### config.mk
export PLATFORM = sky130hd
export DESIGN_NAME = cfg_serial_rx
export DESIGN_NICKNAME = d
export VERILOG_FILES = /design/src/rtl/cfg_rx_pkg.sv /design/src/rtl/cfg_rx_dp.sv /design/src/rtl/cfg_rx_ctrl.sv /design/src/rtl/cfg_serial_rx.sv
export SDC_FILE = /design/constraint.sdc
export NUM_CORES = 1
export LEC_CHECK = 0
export BUFFER_PORTS_ARGS = -buffer_cell sky130_fd_sc_hd__clkbuf_2
export CORE_MARGIN = 4
export CORE_UTILIZATION = 55
export DETAILED_ROUTE_END_ITERATION = 8
export GPL_TIMING_DRIVEN = 0
export PLACE_DENSITY = 0.87
export SLEW_MARGIN = 10
export SYNTH_ARGS = -nofsm -noshare
export SYNTH_HDL_FRONTEND = slang
export SYNTH_HIERARCHICAL = 1
export SYNTH_SLANG_ARGS = --single-unit
### constraint.sdc
create_clock -name clk -period 5.3 [get_ports clk]
set_input_delay 0.53 -clock clk [delete_from_list [all_inputs] [get_ports clk]]
set_output_delay 0.53 -clock clk [all_outputs]
set_load 0.1 [all_outputs]
### src/rtl/cfg_rx_pkg.sv
`timescale 1ns/1ps
package cfg_rx_pkg;
  // address + command + count bytes preceding the payload
  localparam int HDR_BYTES = 3;

  typedef enum logic [1:0] {
    ST_IDLE,
    ST_RECV,
    ST_ACK,
    ST_SKIP
  } rxState_e;

  // strobes from control to datapath
  typedef struct packed {
    logic shift;
    logic clrBit;
    logic clrByte;
    logic incByte;
    logic commit;
  } dpCmd_t;

  // conditions reported by the datapath
  typedef struct packed {
    logic sclRise;
    logic sclFall;
    logic startSeen;
    logic stopSeen;
    logic byteFull;
    logic atAddr;
    logic addrMatch;
    logic pastEnd;
    logic isData;
  } dpStat_t;
endpackage

### src/rtl/cfg_rx_dp.sv
`timescale 1ns/1ps
module cfg_rx_dp
  import cfg_rx_pkg::*;
#(
  parameter int NUM_REGS = 8,
  parameter int BYTE_W = 8,
  parameter int SYNC_STAGES = 2,
  parameter logic [BYTE_W-1:0] DEV_ADDR = 8'hD2,
  parameter logic [NUM_REGS*BYTE_W-1:0] REG_INIT = '1
) (
  input  logic clk,
  input  logic rstN,
  input  logic sclIn,
  input  logic sdaIn,
  input  dpCmd_t cmd,
  output dpStat_t stat,
  output logic [NUM_REGS*BYTE_W-1:0] cfgRegs,
  output logic [NUM_REGS-1:0] cfgWrStb
);
  localparam int FRAME_LEN = HDR_BYTES + NUM_REGS;
  localparam int IDX_W = $clog2(FRAME_LEN + 1);
  localparam int BIT_W = $clog2(BYTE_W + 1);

  // two-or-more flop synchronizers, idle bus level is high
  logic [SYNC_STAGES-1:0] sclSync, sdaSync;
  always_ff @(posedge clk or negedge rstN) begin
    if (!rstN) begin
      sclSync <= '1;
      sdaSync <= '1;
    end else begin
      sclSync <= {sclSync[SYNC_STAGES-2:0], sclIn};
      sdaSync <= {sdaSync[SYNC_STAGES-2:0], sdaIn};
    end
  end

  logic sclS, sdaS, sclQ, sdaQ;
  assign sclS = sclSync[SYNC_STAGES-1];
  assign sdaS = sdaSync[SYNC_STAGES-1];

  always_ff @(posedge clk or negedge rstN) begin
    if (!rstN) begin
      sclQ <= 1'b1;
      sdaQ <= 1'b1;
    end else begin
      sclQ <= sclS;
      sdaQ <= sdaS;
    end
  end

  // shift register and bit counter
  logic [BYTE_W-1:0] shiftReg;
  logic [BIT_W-1:0] bitCnt;
  always_ff @(posedge clk or negedge rstN) begin
    if (!rstN) begin
      shiftReg <= '0;
      bitCnt <= '0;
    end else if (cmd.clrBit) begin
      bitCnt <= '0;
    end else if (cmd.shift) begin
      shiftReg <= {shiftReg[BYTE_W-2:0], sdaS};
      bitCnt <= bitCnt + 1'b1;
    end
  end

  // frame byte index, saturating one past the last payload byte
  logic [IDX_W-1:0] byteIdx;
  always_ff @(posedge clk or negedge rstN) begin
    if (!rstN) begin
      byteIdx <= '0;
    end else if (cmd.clrByte) begin
      byteIdx <= '0;
    end else if (cmd.incByte && byteIdx != IDX_W'(FRAME_LEN)) begin
      byteIdx <= byteIdx + 1'b1;
    end
  end

  always_comb begin
    stat.sclRise = sclS & ~sclQ;
    stat.sclFall = ~sclS & sclQ;
    stat.startSeen = sclS & sclQ & sdaQ & ~sdaS;
    stat.stopSeen = sclS & sclQ & ~sdaQ & sdaS;
    stat.byteFull = (bitCnt == BIT_W'(BYTE_W));
    stat.atAddr = (byteIdx == '0);
    stat.addrMatch = (shiftReg == DEV_ADDR);
    stat.pastEnd = (byteIdx == IDX_W'(FRAME_LEN));
    stat.isData = (byteIdx >= IDX_W'(HDR_BYTES)) && (byteIdx < IDX_W'(FRAME_LEN));
  end

  // register bank, one slot per payload byte
  logic [NUM_REGS-1:0][BYTE_W-1:0] regQ;
  logic [NUM_REGS-1:0] stbQ;

  for (genvar k = 0; k < NUM_REGS; k++) begin : g_reg
    logic hit;
    assign hit = cmd.commit && (byteIdx == IDX_W'(HDR_BYTES + k));
    always_ff @(posedge clk or negedge rstN) begin
      if (!rstN) begin
        regQ[k] <= REG_INIT[k*BYTE_W +: BYTE_W];
        stbQ[k] <= 1'b0;
      end else begin
        stbQ[k] <= hit;
        if (hit) regQ[k] <= shiftReg;
      end
    end
  end

  assign cfgRegs = regQ;
  assign cfgWrStb = stbQ;
endmodule

### src/rtl/cfg_rx_ctrl.sv
`timescale 1ns/1ps
module cfg_rx_ctrl
  import cfg_rx_pkg::*;
(
  input  logic clk,
  input  logic rstN,
  input  dpStat_t stat,
  output dpCmd_t cmd,
  output logic sdaDriveLow
);
  rxState_e state, stateNext;
  logic ackQ, ackNext;

  always_comb begin
    stateNext = state;
    ackNext = ackQ;
    cmd = '0;
    if (stat.startSeen) begin
      stateNext = ST_RECV;
      cmd.clrBit = 1'b1;
      cmd.clrByte = 1'b1;
      ackNext = 1'b0;
    end else if (stat.stopSeen) begin
      stateNext = ST_IDLE;
      ackNext = 1'b0;
    end else begin
      unique case (state)
        ST_RECV: begin
          if (stat.sclRise && !stat.byteFull) begin
            cmd.shift = 1'b1;
          end else if (stat.sclFall && stat.byteFull) begin
            if ((stat.atAddr && !stat.addrMatch) || stat.pastEnd) begin
              stateNext = ST_SKIP;
              cmd.clrBit = 1'b1;
            end else begin
              stateNext = ST_ACK;
              ackNext = 1'b1;
            end
          end
        end
        ST_ACK: begin
          if (stat.sclFall) begin
            ackNext = 1'b0;
            cmd.commit = stat.isData;
            cmd.incByte = 1'b1;
            cmd.clrBit = 1'b1;
            stateNext = ST_RECV;
          end
        end
        default: ;
      endcase
    end
  end

  always_ff @(posedge clk or negedge rstN) begin
    if (!rstN) begin
      state <= ST_IDLE;
      ackQ <= 1'b0;
    end else begin
      state <= stateNext;
      ackQ <= ackNext;
    end
  end

  assign sdaDriveLow = ackQ;
endmodule

### src/rtl/cfg_serial_rx.sv
`timescale 1ns/1ps
module cfg_serial_rx
  import cfg_rx_pkg::*;
#(
  parameter int NUM_REGS = 8,
  parameter int BYTE_W = 8,
  parameter int SYNC_STAGES = 2,
  parameter logic [BYTE_W-1:0] DEV_ADDR = 8'hD2,
  parameter logic [NUM_REGS*BYTE_W-1:0] REG_INIT = '1
) (
  input  logic clk,
  input  logic rstN,
  input  logic sclIn,
  input  logic sdaIn,
  output logic sdaDriveLow,
  output logic [NUM_REGS*BYTE_W-1:0] cfgRegs,
  output logic [NUM_REGS-1:0] cfgWrStb
);
  dpCmd_t dpCmd;
  dpStat_t dpStat;
  logic busStop;

  cfg_rx_dp #(
    .NUM_REGS(NUM_REGS),
    .BYTE_W(BYTE_W),
    .SYNC_STAGES(SYNC_STAGES),
    .DEV_ADDR(DEV_ADDR),
    .REG_INIT(REG_INIT)
  ) u_dp (
    .clk(clk),
    .rstN(rstN),
    .sclIn(sclIn),
    .sdaIn(sdaIn),
    .cmd(dpCmd),
    .stat(dpStat),
    .cfgRegs(cfgRegs),
    .cfgWrStb(cfgWrStb)
  );

  cfg_rx_ctrl u_ctrl (
    .clk(clk),
    .rstN(rstN),
    .stat(dpStat),
    .cmd(dpCmd),
    .sdaDriveLow(sdaDriveLow)
  );

  assign busStop = dpStat.stopSeen;
endmodule

# [After elaboration in Yosys (flattened, before gate mapping)]
# Cells that the tools add are included.
[totals] regBits=97 in_bits=4 out_inout_bits=73 word_cells=115
[classes] add_sub_neg=2 magnitude_cmp=2 n_eq_ne=18 mux=33 bitwise=12 n_reduce_logical=23
[op_table] cell="4-bit equality test, second input constant" count=5
[op_table] cell="2-bit two-way mux" count=10
[op_table] cell="4-bit by 3-bit equality test with 1-bit output, second input constant" count=4
[op_table] cell="1-bit two-way mux" count=16
[op_table] cell="4-bit two-way mux" count=4
[op_table] cell="1-bit logical AND" count=13
[op_table] cell="4-bit inequality test, second input constant" count=3
[op_table] cell="4-bit by 1-bit adder with 4-bit output, second input constant" count=2
[op_table] cell="8-bit equality test, second input constant" count=1
[op_table] cell="4-bit by 3-bit inequality test with 1-bit output, second input constant" count=2
[op_table] cell="1-bit bitwise AND" count=7
[op_table] cell="1-bit inverter" count=5
[op_table] cell="5-bit AND reduction" count=1
[op_table] cell="4-bit by 2-bit equality test with 1-bit output, second input constant" count=1
[op_table] cell="4-bit by 2-bit greater-or-equal comparator with 1-bit output, second input constant" count=1
[op_table] cell="4-bit logical NOT" count=1
[op_table] cell="4-bit less-than comparator, second input constant" count=1
[op_table] cell="1-bit one-hot mux with 2 select lines" count=2
[op_table] cell="2-bit one-hot mux with 2 select lines" count=1
[op_table] cell="4-bit AND reduction" count=1
[op_table] cell="2-bit nonzero test" count=2
[op_table] cell="4-bit nonzero test" count=1
[op_table] cell="2-bit by 1-bit equality test with 1-bit output, second input constant" count=1
[op_table] cell="2-bit equality test, second input constant" count=1
[op_table] cell="other kinds (3)" count=4

# [Depth between registers and ports, before layout]
# Gate-level depths: netlist of the first run.
[depth] ltp_word=12 mapped_depth=11 mapped_depth_nobuf=10

# [Cells and area by module]
# Netlist of the first run, hierarchy kept.
[by_module_without_submodules] module="cfg_rx_dp" n_inst=1 cells_per_inst=263 area_per_inst_um2=3875.0 seq_area_each_um2=2439.8
[by_module_without_submodules] module="cfg_rx_ctrl" n_inst=1 cells_per_inst=32 area_per_inst_um2=284.0 seq_area_each_um2=75.1

# [Worst setup path after synthesis of the first run]
# No wires, ideal clock.
[synth_timing] path_kind="reg-to-reg" startpoint="register u_dp.byteIdx[0]" endpoint="register u_dp.shiftReg[3]" setup_time_ns=0.065 arrival_ns=2.337 t_required_ns=5.235 path_slack_ns=2.898 path_stages_with_launch=12 n_path_buf=1 synth_period_minus_slack_ns=2.402 path_cell_list="dfrtp_1 > inv_1 > ha_1 > nor3b_1 > nor2b_1 > o21a_1 > a21oi_1 > o41ai_1 > nand2b_1 > clkbuf_1 > nand2_1 > nand2_1"
[synth_rtl] item="start, declared" line="cfg_rx_dp.sv:66" text="logic [IDX_W-1:0] byteIdx;"
[synth_rtl] item="start signal, assigned" line="cfg_rx_dp.sv:73" text="byteIdx <= byteIdx + 1'b1;"
[synth_rtl] item="end signal, assigned" line="cfg_rx_dp.sv:60" text="shiftReg <= {shiftReg[BYTE_W-2:0], sdaS};"
[synth_rtl] item="end, declared" line="cfg_rx_dp.sv:51" text="logic [BYTE_W-1:0] shiftReg;"

==> impl_metrics.yaml, run 1 <==
cts:
  cts_buffers: 9
  clockRootBuffer: "clkbuf_8"
  cts-resized-gates: 0
  cts_sinks: 97
  clk_pin_slew_ns: 0.10
  cts_max_path_buffers: 2
  post_cts_buffers: 0
  cts_max_level: 3
  clk_latency_ns: 0.37
  cts_tree: "built"
  cts_hold_buf: 0
layout:
  nets: 395
  layout_commonest_cell: "clkbuf_2"
  final_cell_mix: "clkbuf_2 (75), dfstp_2 (70), mux2_2 (56)"
  stdcell_count: 487
  antenna_cells: 0
  drive_gt1_share_pct: 63.4
  area_growth_pct: 18.5
setup_path:
  cp.arrival_ns: 3.30
  crit_type: "register to register"
  worstPathRequired_ns: 5.61
  critPathCaptureType: "register"
  cpMaxStageDelayCell: "o41ai_1"
  crit_family: "compound AO/OA/AOI/OAI gates"
  worstPathCellList: "inv_1, ha_1, nor3b_1, nor2b_1, o21a_1, a21oi_1, o41ai_1, nand2b_1, clkbuf_1, nand2_1, nand2_1"
  cp-start-kind: "register"
  timing.rr.end: "u_dp/shiftReg[4]"
  crit_top_cell: "nand2_1"
  r2r_setup_slack_ns: 2.30
  critical-path-max-stage-delay_ns: 0.77
  reg2reg_depth: 11
  r2r_start: "u_dp/byteIdx[0]"
  worst-path-buf-inv: 2
  critPathMaxFanout: 8
die:
  die_w_um: 95.0
  die_height_um: 95.0
  die-area_mm2: 0.00902
  initial_core_util_pct: 57.0
  coreArea_mm2: 0.00729
  io_pins: 77
  core.rowCount: 31
logic_synthesis:
  netlist.area_leader.share_pct: 44.2
  yosys.area_share.simple_pct: 11.0
  synth_warnings: 6
  syn_inst: 295
  synth-xor-area-share_pct: 1.05
  synth-seq-area-share_pct: 60.5
  synth_compound_area_share_pct: 2.35
  synth_fp_nets: 307
  ys_seq_elements: 97
  synth_adder_area_share_pct: 2.41
  yosys.area.top_type: "dfstp_2"
  synth_top_family_by_area: "multiplexers"
  ys_types: 42
  synthMuxAreaShare_pct: 19.0
  synthTopCellsByArea: "dfstp_2 (44%), dfrtp_1 (16%), mux2_2 (15%)"
  syn-cell-area_mm2: 0.00416
  avgSynthCellArea_um2: 14.1
global_route:
  track_usage_pct: 19.3
  grt_max_degree: 64
  antenna_found_initial: 0
  grt_pass1_vias: 2560
  grt_pass1_wl_mm: 13.0
  gr-total-overflow: 0
sta:
  relSlewSlack_pct: 36.1
  drv_slew: 0
  period_share_pct: 56.5
  fmax_mhz: 334
  setup_viol: 0
  hold_slack_ns: 0.141
  rsz0062_at_grt: "false"
  finalHoldViolations: 0
  finClkSkew_ns: 0.0111
  tightest_slew_ns: 0.946
  fin_setup_tns_ns: 0
  finalCriticalPeriod_ns: 3.00
routing:
  drt-vias-per-instance: 5.22
  wl_mm: 8.17
  ant_nets: 0
  wl_per_cell_um: 16.8
  drtIter0Drc: 103
  drc: 0
  num_vias: 2543
  dr.pass1.iters: 4
run_status:
  status: "complete, no violations"
place:
  hpwl_mm: 5.76
  port_buffers: 76
  dp.cells: 471
  globalplace.congestion: 0.877
run:
  max_cap_violations: 0
power_and_ir_drop:
  ir_drop_mv: 0.288
  cellLeakagePower_nw: 2.42
  p_per_area_mw_per_mm2: 353
  total_power_mw: 1.74
hold_path:
  hold_class: "primary input to asynchronous set/reset pin"
-- flip-flops by register name, summed over array words and instances, names as in the netlist, 2 cells and up --
name           count
u_ctrl/state       2
u_dp/cfgRegs      64
u_dp/cfgWrStb      8
u_dp/shiftReg      8
u_dp/sdaSync       2
u_dp/bitCnt        4
u_dp/sclSync       2
u_dp/byteIdx       4
-- area by class of cell --
type / instances / area [µm²]
inverter: 16 / 60.1
multi-input combinational: 166 / 1490
clock buffer: 9 / 124
buffer: 16 / 93.8
tap: 99 / 124
fill: 532 / 2360
clock inverter: 7 / 110
timing repair buffer: 77 / 410
sequential: 97 / 2510
-- worst reg2reg max path, stage by stage, from the launching register on --
cell and delay, ns:
dfrtp_1 0.45, inv_1 0.13, ha_1 0.25, nor3b_1 0.19
nor2b_1 0.21, o21a_1 0.17, a21oi_1 0.08, o41ai_1 0.77
nand2b_1 0.19, clkbuf_1 0.28, nand2_1 0.11, nand2_1 0.10
-- power breakdown --
part | internal, mW | switching, mW
clock | 0.275 | 0.270
sequential | 0.791 | 0.0368
combinational | 0.129 | 0.238
-- synthesized netlist by cell type --
library cell,number
a211oi_1,1
a21boi_1,1
a21oi_1,1
a311oi_1,1
a31o_1,1
a31oi_1,1
and2_1,2
and3_1,2
and4bb_1,1
and4bb_2,1
buf_4,3
buf_6,3
clkbuf_1,10
dfrtp_1,27
dfstp_2,70
ha_1,8
inv_1,16
mux2_1,1
mux2_2,56
mux2_4,8
mux2i_1,3
nand2_1,28
nand2b_1,6
nand3_2,2
nand3_4,4
nand4_1,2
nand4b_1,1
nand4b_2,1
nor2_1,10
nor2_2,1
nor2b_1,5
nor2b_4,2
nor3b_1,3
nor4_1,1
o21a_1,2
o21ai_1,1
o2bb2ai_2,1
o31a_2,1
o41ai_1,1
or3_1,1
xnor2_1,3
xor2_1,2
-- stage by stage --
step                worst slack (ns)  instance area (µm²)  utilization, %
floorplan                       2.90                 4160               -
finish                          2.30                 4930            67.6
detailed placement              2.30                 4690            64.4
global placement                2.42                 4660            63.9
CTS                             2.27                 4930            67.6
global route                    2.02                 4930            67.6
-- kinds of logic after synthesis --
family	Yosys count
muxes	68
buffers and inverters	32
AOI/OAI and AO/OA	12
and+or+nand+nor	73
adders and majority gates	8
DFF	97
xor gates and xnor gates	5
-- metal layers --
metal | share of wire, % | track usage (%)
met4 | 1.1 | 5.41
met3 | 5.2 | 6.45
met1 | 42 | 24.4
met5 | 0 | 0
met2 | 52 | 31.9
-- worst max-delay path by stage --
stage | startpoint | to | slack, ns | cells past startpoint
4_1_cts | u_dp/byteIdx[0] | u_dp/shiftReg[4] | 2.27 | 11
3_5_place_dp | u_dp/byteIdx[0] | u_dp/shiftReg[4] | 2.30 | 11
3_3_place_gp | u_dp/byteIdx[0] | u_dp/shiftReg[3] | 2.42 | 11
2_1_floorplan | u_dp/byteIdx[0] | u_dp/shiftReg[3] | 2.90 | 11
5_1_grt | u_dp/byteIdx[0] | u_dp/shiftReg[4] | 2.02 | 11
6_report | u_dp/byteIdx[0] | u_dp/shiftReg[4] | 2.30 | 11
(Power assumes the default switching activity.)
==> run 2, diff against run 1 <==
CORE_UTILIZATION = 50   (was 55)
PLACE_DENSITY = 0.84   (was 0.87)
clock period = 2.6 ns   (was 5.3 ns; I/O delays follow)
==> impl_metrics.yaml, run 2 (synthesis gave the netlist of run 1 again) <==
routing:
  drc: 0
  drtIter0Drc: 157
  num_vias: 2536
  wl_mm: 8.32
  wl_per_cell_um: 16.8
  ant_nets: 0
  drt-vias-per-instance: 5.12
  dr.pass1.iters: 4
setup_path:
  cp-start-kind: "register"
  critPathMaxFanout: 9
  timing.rr.end: "u_dp/cfgRegs[2]"
  worstPathRequired_ns: 2.89
  critPathCaptureType: "register"
  crit_type: "register to register"
  r2r_setup_slack_ns: 0.10
  cp.arrival_ns: 2.78
  r2r_start: "u_dp/sclSync[1]"
  reg2reg_depth: 9
sta:
  finalHoldViolations: 0
  period_share_pct: 96.1
  setup_viol: 0
  fin_setup_tns_ns: 0
  finClkSkew_ns: 0.0164
  finalCriticalPeriod_ns: 2.50
  tightest_slew_ns: 0.590
  rsz0062_at_grt: "true"
  relSlewSlack_pct: 60.7
  fmax_mhz: 400
  drv_slew: 0
layout:
  final_cell_mix: "clkbuf_2 (75), dfstp_2 (70), mux2_2 (56)"
  area_growth_pct: 20.5
  fillCellCount: 635
  layout_commonest_cell: "clkbuf_2"
  drive_gt1_share_pct: 64.6
  fin_util_pct: 61.6
  antenna_cells: 0
  largest_reg_flops: 64
  nets: 397
power_and_ir_drop:
  p_per_area_mw_per_mm2: 709
  ir_drop_mv: 0.420
  total_power_mw: 3.55
  cellLeakagePower_nw: 2.45
place:
  port_buffers: 76
  hpwl_mm: 5.64
  globalplace.congestion: 0.837
cts:
  clockRootBuffer: "clkbuf_8"
  cts_buffers: 9
  cts_tree: "built"
  cts_sinks: 97
  cts_max_level: 3
  cts_max_path_buffers: 2
  clk_latency_ns: 0.37
  clk_pin_slew_ns: 0.09
hold_path:
  whs_path_depth: 0
  min_to: "u_dp/sdaSync[1]"
  hold_class: "register to register"
  hp-start: "u_dp/sdaSync[0]"
global_route:
  grt_pass1_wl_mm: 13.7
  track_usage_pct: 17.8
  gr-total-overflow: 0
  grt_pass1_vias: 2652
  grt_max_degree: 64
  antenna_found_initial: 0
die:
  io_pins: 77
  coreArea_mm2: 0.00813
  initial_core_util_pct: 51.1
  core.rowCount: 33
  die_height_um: 99.2
  die-area_mm2: 0.00984
  die_w_um: 99.2
run_status:
  status: "complete, no violations"
run:
  max_cap_violations: 0
[run 2: changes by cell type in the layout (fill, tap and decap cells not counted), sizes merged]
cell         delta
dlygate4sd3     +3
buf             +1
clkinvlp        +1
clkinv          -1
clkbuf          -2
[run 2: worst max path at each step]
stage,startpoint,endpoint,slack [ns],cells after the start
after floorplan,u_dp/byteIdx[0],u_dp/shiftReg[3],0.20,11
final,u_dp/sclSync[1],u_dp/cfgRegs[2],0.10,9
after CTS,u_dp/byteIdx[0],u_dp/shiftReg[6],0.01,10
after detailed placement,u_dp/byteIdx[0],u_dp/shiftReg[6],-0.42,11
after global placement,u_dp/byteIdx[0],u_dp/shiftReg[2],-0.30,11
after global routing,u_dp/byteIdx[0],u_dp/shiftReg[3],-0.06,11
[run 2: final cells by class]
type,instances,area [µm²],area share (%)
clock buffers,9,124,2.47
multi-input cells,166,1540,30.6
plain buffers,14,86.3,1.72
inverters,16,60.1,1.20
flip-flops and latches,97,2510,50.2
repair buffers,81,448,8.94
clock inverters,7,110,2.20
well taps,105,131,2.62
[run 2: per-stage QoR]
step	instance area [µm²]	hold slack [ns]	instances	worst slack [ns]
floorplan	4160	-0.0356	295	0.198
global placement	4670	0.347	476	-0.295
detailed placement	4700	0.285	477	-0.418
CTS	4980	0.361	495	0.0125
global route	5010	0.368	495	-0.0629
finish	5010	0.360	495	0.102
[run 2: report_power, final]
group | switching, mW | total (mW) | leakage [nW] | internal (mW)
clock network | 0.545 | 1.10 | 0.114 | 0.560
logic | 0.483 | 0.759 | 1.25 | 0.276
registers | 0.0757 | 1.69 | 1.08 | 1.61
[run 2: critical path: stages (launching register included)]
cell and delay, ns:
dfstp_2 0.56, nand2_1 0.11, nor3b_4 0.30, nor2_1 0.15, and3_1 0.27, and2_1 0.19
buf_6 0.15, and4bb_2 0.23, buf_4 0.18, mux2_2 0.28
[run 2: layer usage]
layer  routed length [µm]  up-vias  GRT usage (%)
met2                 4260       63           28.6
met1                 3420     1274           23.1
met3                  430       16           3.72
met4                  214        0           8.82
li1                     -     1183              -
met5                    0        -              0
[run 2: timing repair]
action                                  4_1_cts  5_1_grt
endpoints found under the setup margin        8       19
pin swaps                                     0        1
endpoints found under the hold margin        19        0
hold buffers                                  3        0
buffers inserted                              0        1
resized for setup                             3        5
